$ cat src/rtl/rtimer_pkg.sv
package rtimer_pkg;

  typedef enum logic [1:0] {
    MODE_OFF   = 2'b00,
    MODE_EVENT = 2'b01,
    MODE_TIMER = 2'b10,
    MODE_PULSE = 2'b11
  } mode_e;

  // strobes from control to datapath
  typedef struct packed {
    logic countTick;  // advance the counter by one
    logic stopLoad;   // preload write while stopped: copy preload into counter
  } strobe_t;

  localparam logic [1:0] ADDR_CTRL = 2'd0;
  localparam logic [1:0] ADDR_LO   = 2'd1;
  localparam logic [1:0] ADDR_HI   = 2'd2;

  // control byte fields
  localparam int CB_MODE_HI = 7;
  localparam int CB_MODE_LO = 6;
  localparam int CB_SRC     = 5;
  localparam int CB_RUN     = 4;
  localparam int CB_EDGE    = 3;

endpackage

$ cat src/rtl/rtimer_sync.sv
module rtimer_sync #(
  parameter int STAGES = 2
) (
  input  logic clk,
  input  logic rstN,
  input  logic din,
  output logic dout
);

  logic [STAGES-1:0] chain;

  generate
    if (STAGES == 1) begin : g_single
      always_ff @(posedge clk or negedge rstN) begin
        if (!rstN) chain <= '0;
        else       chain <= din;
      end
    end else begin : g_multi
      always_ff @(posedge clk or negedge rstN) begin
        if (!rstN) chain <= '0;
        else       chain <= {chain[STAGES-2:0], din};
      end
    end
  endgenerate

  assign dout = chain[STAGES-1];

endmodule

$ cat src/rtl/rtimer_ctrl.sv
module rtimer_ctrl
  import rtimer_pkg::*;
#(
  parameter int BUS_W       = 8,
  parameter int SYS_DIV_W   = 3,
  parameter int PSC_W       = 3,
  parameter int SYNC_STAGES = 2
) (
  input  logic             clk,
  input  logic             rstN,
  input  logic             wrEn,
  input  logic [1:0]       addr,
  input  logic [BUS_W-1:0] wrData,
  input  logic             altClk,
  input  logic             extIn,
  input  logic             powerDown,
  output logic [BUS_W-1:0] ctrlReg,
  output strobe_t          strobe
);

  localparam int PRE_W = (1 << PSC_W) - 1;

  mode_e            mode;
  logic             run;
  logic             edgeSel;
  logic             srcAlt;
  logic [PSC_W-1:0] psc;

  logic extS, extPrev, altS, altPrev;
  logic extRise, extFall, altFall;
  logic evtEdge, activeLvl, pulseEnd;
  logic gateOn;

  logic [SYS_DIV_W-1:0] sysDiv;
  logic [PRE_W-1:0]     preCnt;
  logic [PRE_W-1:0]     preMask;
  logic                 sysTick, altTick, baseTick, intTick;
  logic                 ctrlWrite;

  assign mode    = mode_e'(ctrlReg[CB_MODE_HI:CB_MODE_LO]);
  assign run     = ctrlReg[CB_RUN];
  assign edgeSel = ctrlReg[CB_EDGE];
  assign srcAlt  = ctrlReg[CB_SRC];
  assign psc     = ctrlReg[PSC_W-1:0];

  // input synchronizers
  rtimer_sync #(.STAGES(SYNC_STAGES)) u_syncExt (
    .clk(clk), .rstN(rstN), .din(extIn), .dout(extS)
  );
  rtimer_sync #(.STAGES(SYNC_STAGES)) u_syncAlt (
    .clk(clk), .rstN(rstN), .din(altClk), .dout(altS)
  );

  always_ff @(posedge clk or negedge rstN) begin
    if (!rstN) begin
      extPrev <= 1'b0;
      altPrev <= 1'b0;
    end else begin
      extPrev <= extS;
      altPrev <= altS;
    end
  end

  assign extRise   = extS & ~extPrev;
  assign extFall   = ~extS & extPrev;
  assign altFall   = ~altS & altPrev;
  assign evtEdge   = edgeSel ? extFall : extRise;
  assign activeLvl = (extS == ~edgeSel);
  assign pulseEnd  = edgeSel ? extRise : extFall;

  // internal tick gating: timer always, pulse mode only at active level
  assign gateOn = run && !powerDown &&
                  ((mode == MODE_TIMER) || ((mode == MODE_PULSE) && activeLvl));

  // system clock divider
  always_ff @(posedge clk or negedge rstN) begin
    if (!rstN)                 sysDiv <= '0;
    else if (!gateOn || srcAlt) sysDiv <= '0;
    else                       sysDiv <= sysDiv + 1'b1;
  end

  assign sysTick  = gateOn && !srcAlt && (sysDiv == {SYS_DIV_W{1'b1}});
  assign altTick  = gateOn && srcAlt && altFall;
  assign baseTick = sysTick || altTick;

  // power-of-two prescaler
  assign preMask = ~({PRE_W{1'b1}} << psc);

  always_ff @(posedge clk or negedge rstN) begin
    if (!rstN)         preCnt <= '0;
    else if (!gateOn)  preCnt <= '0;
    else if (baseTick) preCnt <= preCnt + 1'b1;
  end

  assign intTick = baseTick && ((preCnt & preMask) == preMask);

  // control register
  assign ctrlWrite = wrEn && (addr == ADDR_CTRL);

  always_ff @(posedge clk or negedge rstN) begin
    if (!rstN)
      ctrlReg <= '0;
    else if (ctrlWrite)
      ctrlReg <= wrData;
    else if (run && (mode == MODE_PULSE) && pulseEnd)
      ctrlReg[CB_RUN] <= 1'b0;
  end

  always_comb begin
    strobe.countTick = ((mode == MODE_EVENT) && run && evtEdge) ||
                       (((mode == MODE_TIMER) || (mode == MODE_PULSE)) && intTick);
    strobe.stopLoad  = wrEn && !run && ((addr == ADDR_LO) || (addr == ADDR_HI));
  end

  // a halted mode never produces a count
  a_r2_off_no_tick: assert property (@(posedge clk) disable iff (!rstN)
    (mode == MODE_OFF) |-> !strobe.countTick);

  // no count while the run enable is clear
  a_r3_stopped_no_tick: assert property (@(posedge clk) disable iff (!rstN)
    !run |-> !strobe.countTick);

  // internal ticks are gated in power-down
  a_r10_pd_no_internal: assert property (@(posedge clk) disable iff (!rstN)
    powerDown |-> !intTick);

  // leaving the measured level clears the run enable
  a_r12_pulse_stop: assert property (@(posedge clk) disable iff (!rstN)
    (run && (mode == MODE_PULSE) && pulseEnd && !ctrlWrite) |=> !ctrlReg[CB_RUN]);

endmodule

$ cat src/rtl/rtimer_datapath.sv
module rtimer_datapath
  import rtimer_pkg::*;
#(
  parameter int BUS_W = 8
) (
  input  logic             clk,
  input  logic             rstN,
  input  logic             wrEn,
  input  logic             rdEn,
  input  logic [1:0]       addr,
  input  logic [BUS_W-1:0] wrData,
  input  logic             intEn,
  input  logic [BUS_W-1:0] ctrlReg,
  input  strobe_t          strobe,
  output logic [BUS_W-1:0] rdData,
  output logic             irq,
  output logic             wake
);

  localparam int CNT_W = 2 * BUS_W;
  localparam logic [CNT_W-1:0] CNT_MAX = {CNT_W{1'b1}};

  logic [CNT_W-1:0] count;
  logic [CNT_W-1:0] preload;
  logic [CNT_W-1:0] preNext;
  logic [BUS_W-1:0] lowBuf;
  logic             ovf;

  always_comb begin
    preNext = preload;
    if (wrEn && (addr == ADDR_LO)) preNext[BUS_W-1:0]     = wrData;
    if (wrEn && (addr == ADDR_HI)) preNext[CNT_W-1:BUS_W] = wrData;
  end

  assign ovf = strobe.countTick && !strobe.stopLoad && (count == CNT_MAX);

  always_ff @(posedge clk or negedge rstN) begin
    if (!rstN) begin
      preload <= '0;
      count   <= '0;
    end else begin
      preload <= preNext;
      if (strobe.stopLoad)
        count <= preNext;
      else if (strobe.countTick)
        count <= (count == CNT_MAX) ? preload : count + 1'b1;
    end
  end

  // snapshot of the low byte taken on high-byte read
  always_ff @(posedge clk or negedge rstN) begin
    if (!rstN)                       lowBuf <= '0;
    else if (rdEn && addr == ADDR_HI) lowBuf <= count[BUS_W-1:0];
  end

  always_ff @(posedge clk or negedge rstN) begin
    if (!rstN) begin
      irq  <= 1'b0;
      wake <= 1'b0;
    end else begin
      irq  <= ovf && intEn;
      wake <= ovf;
    end
  end

  always_comb begin
    rdData = '0;
    if (rdEn) begin
      case (addr)
        ADDR_CTRL: rdData = ctrlReg;
        ADDR_LO:   rdData = lowBuf;
        ADDR_HI:   rdData = count[CNT_W-1:BUS_W];
        default:   rdData = '0;
      endcase
    end
  end

  // without a count or load strobe the counter is stable
  a_r3_hold: assert property (@(posedge clk) disable iff (!rstN)
    (!strobe.countTick && !strobe.stopLoad) |=> $stable(count));

  // overflow reloads from the preload register
  a_r7_reload: assert property (@(posedge clk) disable iff (!rstN)
    (strobe.countTick && !strobe.stopLoad && count == CNT_MAX) |=> (count == $past(preload)));

  // an interrupt pulse requires the enable
  a_r8_irq_needs_en: assert property (@(posedge clk) disable iff (!rstN)
    irq |-> $past(intEn));

  // every interrupt pulse coincides with a wake pulse
  a_r9_irq_with_wake: assert property (@(posedge clk) disable iff (!rstN)
    irq |-> wake);

  // high-byte read captures the live low byte
  a_r11_snapshot: assert property (@(posedge clk) disable iff (!rstN)
    (rdEn && addr == ADDR_HI) |=> (lowBuf == $past(count[BUS_W-1:0])));

endmodule

$ cat src/rtl/reload_timer.sv
module reload_timer
  import rtimer_pkg::*;
#(
  parameter int BUS_W       = 8,
  parameter int SYS_DIV_W   = 3,
  parameter int PSC_W       = 3,
  parameter int SYNC_STAGES = 2
) (
  input  logic             clk,
  input  logic             rstN,
  input  logic             wrEn,
  input  logic             rdEn,
  input  logic [1:0]       addr,
  input  logic [BUS_W-1:0] wrData,
  output logic [BUS_W-1:0] rdData,
  input  logic             altClk,
  input  logic             extIn,
  input  logic             intEn,
  input  logic             powerDown,
  output logic             irq,
  output logic             wake
);

  logic [BUS_W-1:0] ctrlReg;
  strobe_t          strobe;

  rtimer_ctrl #(
    .BUS_W(BUS_W), .SYS_DIV_W(SYS_DIV_W), .PSC_W(PSC_W), .SYNC_STAGES(SYNC_STAGES)
  ) u_ctrl (
    .clk(clk), .rstN(rstN), .wrEn(wrEn), .addr(addr), .wrData(wrData),
    .altClk(altClk), .extIn(extIn), .powerDown(powerDown),
    .ctrlReg(ctrlReg), .strobe(strobe)
  );

  rtimer_datapath #(.BUS_W(BUS_W)) u_dp (
    .clk(clk), .rstN(rstN), .wrEn(wrEn), .rdEn(rdEn), .addr(addr),
    .wrData(wrData), .intEn(intEn), .ctrlReg(ctrlReg), .strobe(strobe),
    .rdData(rdData), .irq(irq), .wake(wake)
  );

endmodule

$ cat config.mk
export PLATFORM = sky130hd
export DESIGN_NAME = reload_timer
export DESIGN_NICKNAME = d
export VERILOG_FILES = /design/src/rtl/rtimer_pkg.sv /design/src/rtl/rtimer_sync.sv /design/src/rtl/rtimer_ctrl.sv /design/src/rtl/rtimer_datapath.sv /design/src/rtl/reload_timer.sv
export SDC_FILE = /design/constraint.sdc
export NUM_CORES = 1
export LEC_CHECK = 0
export BUFFER_PORTS_ARGS = -buffer_cell sky130_fd_sc_hd__buf_2
export CORE_MARGIN = 5
export CORE_UTILIZATION = 45
export CTS_CLUSTER_DIAMETER = 120
export DETAILED_ROUTE_END_ITERATION = 10
export PLACE_DENSITY_LB_ADDON = 0.3
export SLEW_MARGIN = 20
export SYNTH_ARGS = -nofsm -noshare
export SYNTH_HDL_FRONTEND = slang
export SYNTH_SLANG_ARGS = --single-unit
$ cat constraint.sdc
create_clock -name clk -period 2.6 [get_ports clk]
set_clock_uncertainty 0.2 [all_clocks]
set_input_delay 0.39 -clock clk [delete_from_list [all_inputs] [get_ports clk]]
set_output_delay 0.39 -clock clk [all_outputs]
set_load 0.03 [all_outputs]
; ---- Word-level counts from Yosys, hierarchy flattened
; Index checks and enable logic that the tools add are counted.
[classes]
n_addsub = 3
multipliers = 0
div = 0
magnitude_cmp = 0
n_eq_ne = 10
shifts = 1
muxes = 14
n_bitwise = 9
n_reduce_logical = 36
[op_table]
columns = operator, n
row1 = 2-to-1 mux 16 bit, 3
row2 = 2-to-1 mux 8 bit, 3
row3 = one-hot mux 8 bit (3 select lines), 1
row4 = logical AND 1 bit, 22
row5 = "adder 16 x 1 -> 16 bit, second input constant", 1
row6 = "== test 16 bit, second input constant", 1
row7 = 2-to-1 mux 7 bit, 2
row8 = "adder 7 x 1 -> 7 bit, second input constant", 1
row9 = AND 7 bit, 1
row10 = == test 7 bit, 1
row11 = inverter 7 bit, 1
row12 = "<< shifter 7 x 3 -> 7 bit, first input constant", 1
row13 = "== test 2 bit, second input constant", 3
row14 = logical OR 1 bit, 6
row15 = zero test 1 bit, 5
row16 = "== test 2 x 1 -> 1 bit, second input constant", 2
row17 = 2-to-1 mux 1 bit, 4
row18 = inverter 1 bit, 4
row19 = nonzero test 2 bit, 2
row20 = "adder 3 x 1 -> 3 bit, second input constant", 1
row21 = AND 1 bit, 3
row22 = "== test 3 bit, second input constant", 1
row23 = 2-to-1 mux 3 bit, 1
row24 = zero test 2 bit, 1
row25 = other kinds (2), 2
[totals]
reg_bits = 66
latchBits = 0
mem_bits_rw = 0
mem_bits_ro = 0
inputBits = 18
memories = 0

; ---- Depth between registers and ports, before layout
[logic_depth]
word_depth = 14
mapped_depth = 9
mapped_depth_nobuf = 8

; ---- Hierarchy
; A second synthesis with hierarchy kept.
[hier_totals]
cells_unflattened = 342
hier_area_um2 = 3440.8
[modules_own_cells]
columns = mod, n_inst, cells_each, area_per_inst_um2
row1 = rtimer_datapath, 1, 247, 2347.3
row2 = rtimer_ctrl, 1, 91, 993.5
row3 = rtimer_sync, 2, 2, 50.0

; ---- Least setup slack after synthesis
; No wires, ideal clock.
[synth_path]
path_type = register -> register
start = register u_dp.count[0]
end = register u_dp.count[5]
setup_time_ns = 0.127
arrival_time_ns = 1.988
t_required_ns = 2.273
path_slack_ns = 0.285
path_stages_with_launch = 10
cell_sequence = dfrtp_1 ha_1 clkbuf_1 nand2_1 nor4_2 nand2_1 buf_2 nor2_1 a211oi_2 a221o_2
[synth_between]
elab_chain_cells = 4
word_cells_on_any_way = 5
[synth_lines]
columns = item, line
row1 = start: declaration, rtimer_datapath.sv:23  ; logic [CNT_W-1:0] count;
row2 = start signal: assignment, rtimer_datapath.sv:44  ; count <= preNext;
row3 = start signal: assignment, rtimer_datapath.sv:46  ; count <= (count == CNT_MAX) ? preload : count + 1'b1;
row4 = adder 16 x 1 -> 16 bit / == test 16 bit (equally long branches), rtimer_datapath.sv:46
row5 = 2-to-1 mux 16 bit *, rtimer_datapath.sv:46
row6 = 2-to-1 mux 16 bit *, rtimer_datapath.sv:45  ; else if (strobe.countTick)
row7 = 2-to-1 mux 16 bit *, rtimer_datapath.sv:43  ; if (strobe.stopLoad)
; Every way passes the cells marked *; elsewhere a longest branch is shown, timed or not. The select of a mux whose other input is x is not followed.
; A chain may end at the register's enable or synchronous reset.

; ---- Worst setup path after layout
[layout_path]
start = register u_ctrl.ctrlReg[3]
end = register u_dp.count[5]
[layout_between]
elab_chain_cells = 12
word_cells_on_any_way = 16
[layout_lines]
columns = item, line
row1 = start: declaration, rtimer_ctrl.sv:17  ; output logic [BUS_W-1:0] ctrlReg,
row2 = start signal: assignment, rtimer_ctrl.sv:104  ; ctrlReg <= wrData;
row3 = inverter 1 bit, rtimer_ctrl.sv:68  ; assign activeLvl = (extS == ~edgeSel);
row4 = == test 1 bit, rtimer_ctrl.sv:68
row5 = logical AND 1 bit, rtimer_ctrl.sv:73  ; ((mode == MODE_TIMER) || ((mode == MODE_PULSE) && activeLvl));
row6 = logical OR 1 bit, rtimer_ctrl.sv:73
row7 = logical AND 1 bit, rtimer_ctrl.sv:72  ; assign gateOn = run && !powerDown &&
row8 = "logical AND 1 bit, on equally long branches (2 in a row)", "rtimer_ctrl.sv:82, rtimer_ctrl.sv:83"
row9 = logical OR 1 bit, rtimer_ctrl.sv:84  ; assign baseTick = sysTick || altTick;
row10 = logical AND 1 bit, rtimer_ctrl.sv:95  ; assign intTick = baseTick && ((preCnt & preMask) == preMask);
row11 = logical AND 1 bit, rtimer_ctrl.sv:111  ; (((mode == MODE_TIMER) || (mode == MODE_PULSE)) && intTick);
row12 = logical OR 1 bit *, rtimer_ctrl.sv:110  ; strobe.countTick = ((mode == MODE_EVENT) && run && evtEdge) ||
row13 = nonzero test 2 bit (no source line) *, -
; Every way passes the cells marked *; elsewhere a longest branch is shown, timed or not.

==> out/results.tsv <==
metric	value	unit
run_status	finished clean	
ys_types	52	
grt_pass1_vias	2652	
die_h	96.9	um
worst_path_largest_cell_delay	450	ps
ir_worst_vdd	0.283	mV
stdcell_area	0.00399	mm2
timing.rr.start	u_ctrl.ctrlReg[3]	
synth_edf_count	0	
placed_cell_area	0.00375	mm2
final_common_cell	dfrtp_1	
clockBufferDepth	2	
reg2reg_setup_slack	270	ps
cp-start-kind	flop	
crit_family	compound AO/OA/AOI/OAI gates	
timing.critical_path.cells	xnor2_1 > a211o_1 > a2111oi_4 > a211oi_2 > buf_4 > a221o_2	
slowest_stage	dfrtp_1	
p_leak	0.00172	uW
relSlewSlack	0.669	
holdPathStages	2	
wire_per_inst	18.2	um
yosys.area.top_type_share	0.486	
synthFlopType	dfrtp_1	
drt_iter0_markers	168	
cts_max_level	3	
final_cell_mix	dfrtp_1, nor2_1, mux2_2, nand2_1, buf_2	
min_path_type	in2reg	
multiInputGateArea	0.00165	mm2
synthCells	315	
cp-end-kind	flop	
synthesis.nets	341	
path_buf_inv	1	
hold_violations	0	
fillers	664	
num-nets-final	388	
rsz0062_at_grt	no	
port_buffers	27	
holdCritStartpoint	intEn	
drv_cap	0	
switchingPower	1090	uW
internal_power	2190	uW
netSwitchingFraction	0.333	
vias	2717	
remaining_drc_errors	0	
ant_nets	0	
drt_pass1_iterations	7	
drv_slew	0	
die_w	96.9	um
grt_pass1_wl	14000	um
p_per_area	823	mW/mm2
area_delta_synth_final	17.4	%
finalWirelength	8480	um
clkPwrFrac	0.281	
required	2620	ps
path_class	reg2reg	
root_buffer	clkbuf_8	
worstPathArrival	2350	ps
timing.rr.end	u_dp.count[5]	
antenna_cells	0	
synth_top_area_cell	dfrtp_1	
yosys_warnings	0	
core_area	0.00729	mm2
avgSynthCellArea	10.8	um2
clkTransAtPathRegs	70	ps
worst_pin_slew	491	ps
start_util	0.466	
p_comb_frac	0.255	
grtUsageTotal	0.187	
tns	0	ps
die-area	0.00939	mm2
seq_area	0.00165	mm2
min_period_over_period	0.895	
synth_seq_cells	66	
cts_num_sinks	66	
gp_congestion	0.933	
vias_per_cell	5.83	
p_seq_frac	0.464	
clk_latency	350	ps
timing.fmax	0.430	GHz
drive_above_1_share	0.294	
fin_crit	2330	ps
cts_tree	yes	
globalRouteOverflowTotal	0	
synth.area.top_cells	dfrtp_1, mux2_2, nor2_1, nand2_1, ha_1	
antenna_found_initial	0	
hpwl	6220	um
synthArstFlopShare	1.00	
syn-cell-area	0.00340	mm2
row_count	31	
critPathMaxFanout	8	
ios	28	
reg2reg_depth	6	
numCtsBuffers	9	
ys_seq_area_frac	0.486	
grt_max_degree	67	
hold_path_end	u_dp.irq	
setup_violations	0	
## through the flow
| step | hold slack (ps) | worst slack (ps) | instances | util | total power, uW |
|---|---|---|---|---|---|
| global route | 59.9 | 180 | 466 | 0.548 | 3450 |
| finish | 37.4 | 272 | 466 | 0.548 | 3290 |
| floorplan | -106 | 285 | 315 | - | 2010 |
| CTS | 34.8 | 266 | 466 | 0.548 | 3290 |
| global placement | 132 | 339 | 447 | 0.514 | 2330 |
| detailed placement | 136 | 272 | 447 | 0.514 | 2370 |
## cells in the mapped netlist, drive strengths merged, types with 2 or more instances
cell type,instances
xor2,9
nand2,29
clkbuf,8
nand4,8
mux2i,2
inv,9
a21oi,9
nand3,9
o41ai,2
nand2b,2
o221a,3
mux2,30
a222oi,8
xnor2,6
and3,2
and2,8
o22ai,2
ha,8
nor4,4
nor3,6
buf,5
dfrtp,66
a211oi,8
a221o,6
o211ai,3
nor2,33
o21ai,9
nand3b,3
a31oi,2
## how the worst max path moves through the flow
stage	slack, ps	endpoint	from	cells past startpoint
finish	270	u_dp.count[5]	u_ctrl.ctrlReg[3]	6
global route	180	u_dp.count[5]	u_ctrl.ctrlReg[3]	6
CTS	270	u_dp.count[5]	u_ctrl.ctrlReg[3]	6
detailed placement	270	u_dp.count[5]	u_ctrl.ctrlReg[3]	6
global placement	340	u_dp.count[5]	u_ctrl.ctrlReg[3]	6
floorplan	290	u_dp.count[5]	u_dp.count[0]	9
## power by group through the flow
| stage | Combinational, uW | Sequential, uW | Clock (uW) |
|---|---|---|---|
| 2_1_floorplan | 560 | 1450 | 0 |
| 3_3_place_gp | 807 | 1530 | 0 |
| 3_5_place_dp | 830 | 1540 | 0 |
| 4_1_cts | 836 | 1520 | 935 |
| 5_1_grt | 924 | 1550 | 972 |
| 6_report | 839 | 1530 | 922 |
## state kept, by name, summed over array words and instances, names as in the netlist
| signal | cells |
|---|---|
| u_dp.wake | 1 |
| u_ctrl.preCnt | 7 |
| u_ctrl.ctrlReg | 8 |
| u_ctrl.altPrev | 1 |
| u_dp.irq | 1 |
| u_ctrl.u_syncAlt.chain | 2 |
| u_dp.preload | 16 |
| u_dp.lowBuf | 8 |
| u_ctrl.sysDiv | 3 |
| u_ctrl.u_syncExt.chain | 2 |
| u_ctrl.extPrev | 1 |
| u_dp.count | 16 |
## layer usage
layer | share of wire | track usage | vias to the layer above | routed length [um]
li1 | - | - | 1259 | -
met1 | 0.44 | 0.257 | 1333 | 3740
met2 | 0.46 | 0.284 | 101 | 3900
met3 | 0.067 | 0.0345 | 24 | 569
met4 | 0.032 | 0.0886 | 0 | 268
met5 | 0 | 0 | - | 0
## repair_timing
item | 4_1_cts | 5_1_grt
buffers inserted | 0 | 0
resized for setup | 0 | 0
endpoints found under the setup margin | 0 | 0
hold buffers | 3 | 0
hold endpoints to repair | 68 | 0
## area by class of cell
type                            instances  area share
Inverter                                9     0.00846
Sequential cell                        66       0.414
Clock inverter                          3      0.0116
Multi-Input combinational cell        227       0.413
Tap cell                               99      0.0310
Timing Repair Buffer                   49      0.0802
Clock buffer                           13      0.0423
## worst register-to-register path, cell delays in order (launching register included)
cell and delay (ps):
dfrtp_1 450, xnor2_1 160, a211o_1 340, a2111oi_4 410
a211oi_2 120, buf_4 180, a221o_2 340
## cells by family after synthesis
group                      share of synthesized area
DFF                                            0.486
AOI/OAI and AO/OA                              0.154
adders and majority gates                     0.0294
and+or+nand+nor                                0.158
muxes                                          0.105
buffers and inverters                         0.0294
xor gates and xnor gates                      0.0386
Power figures use the tool's default switching activity.
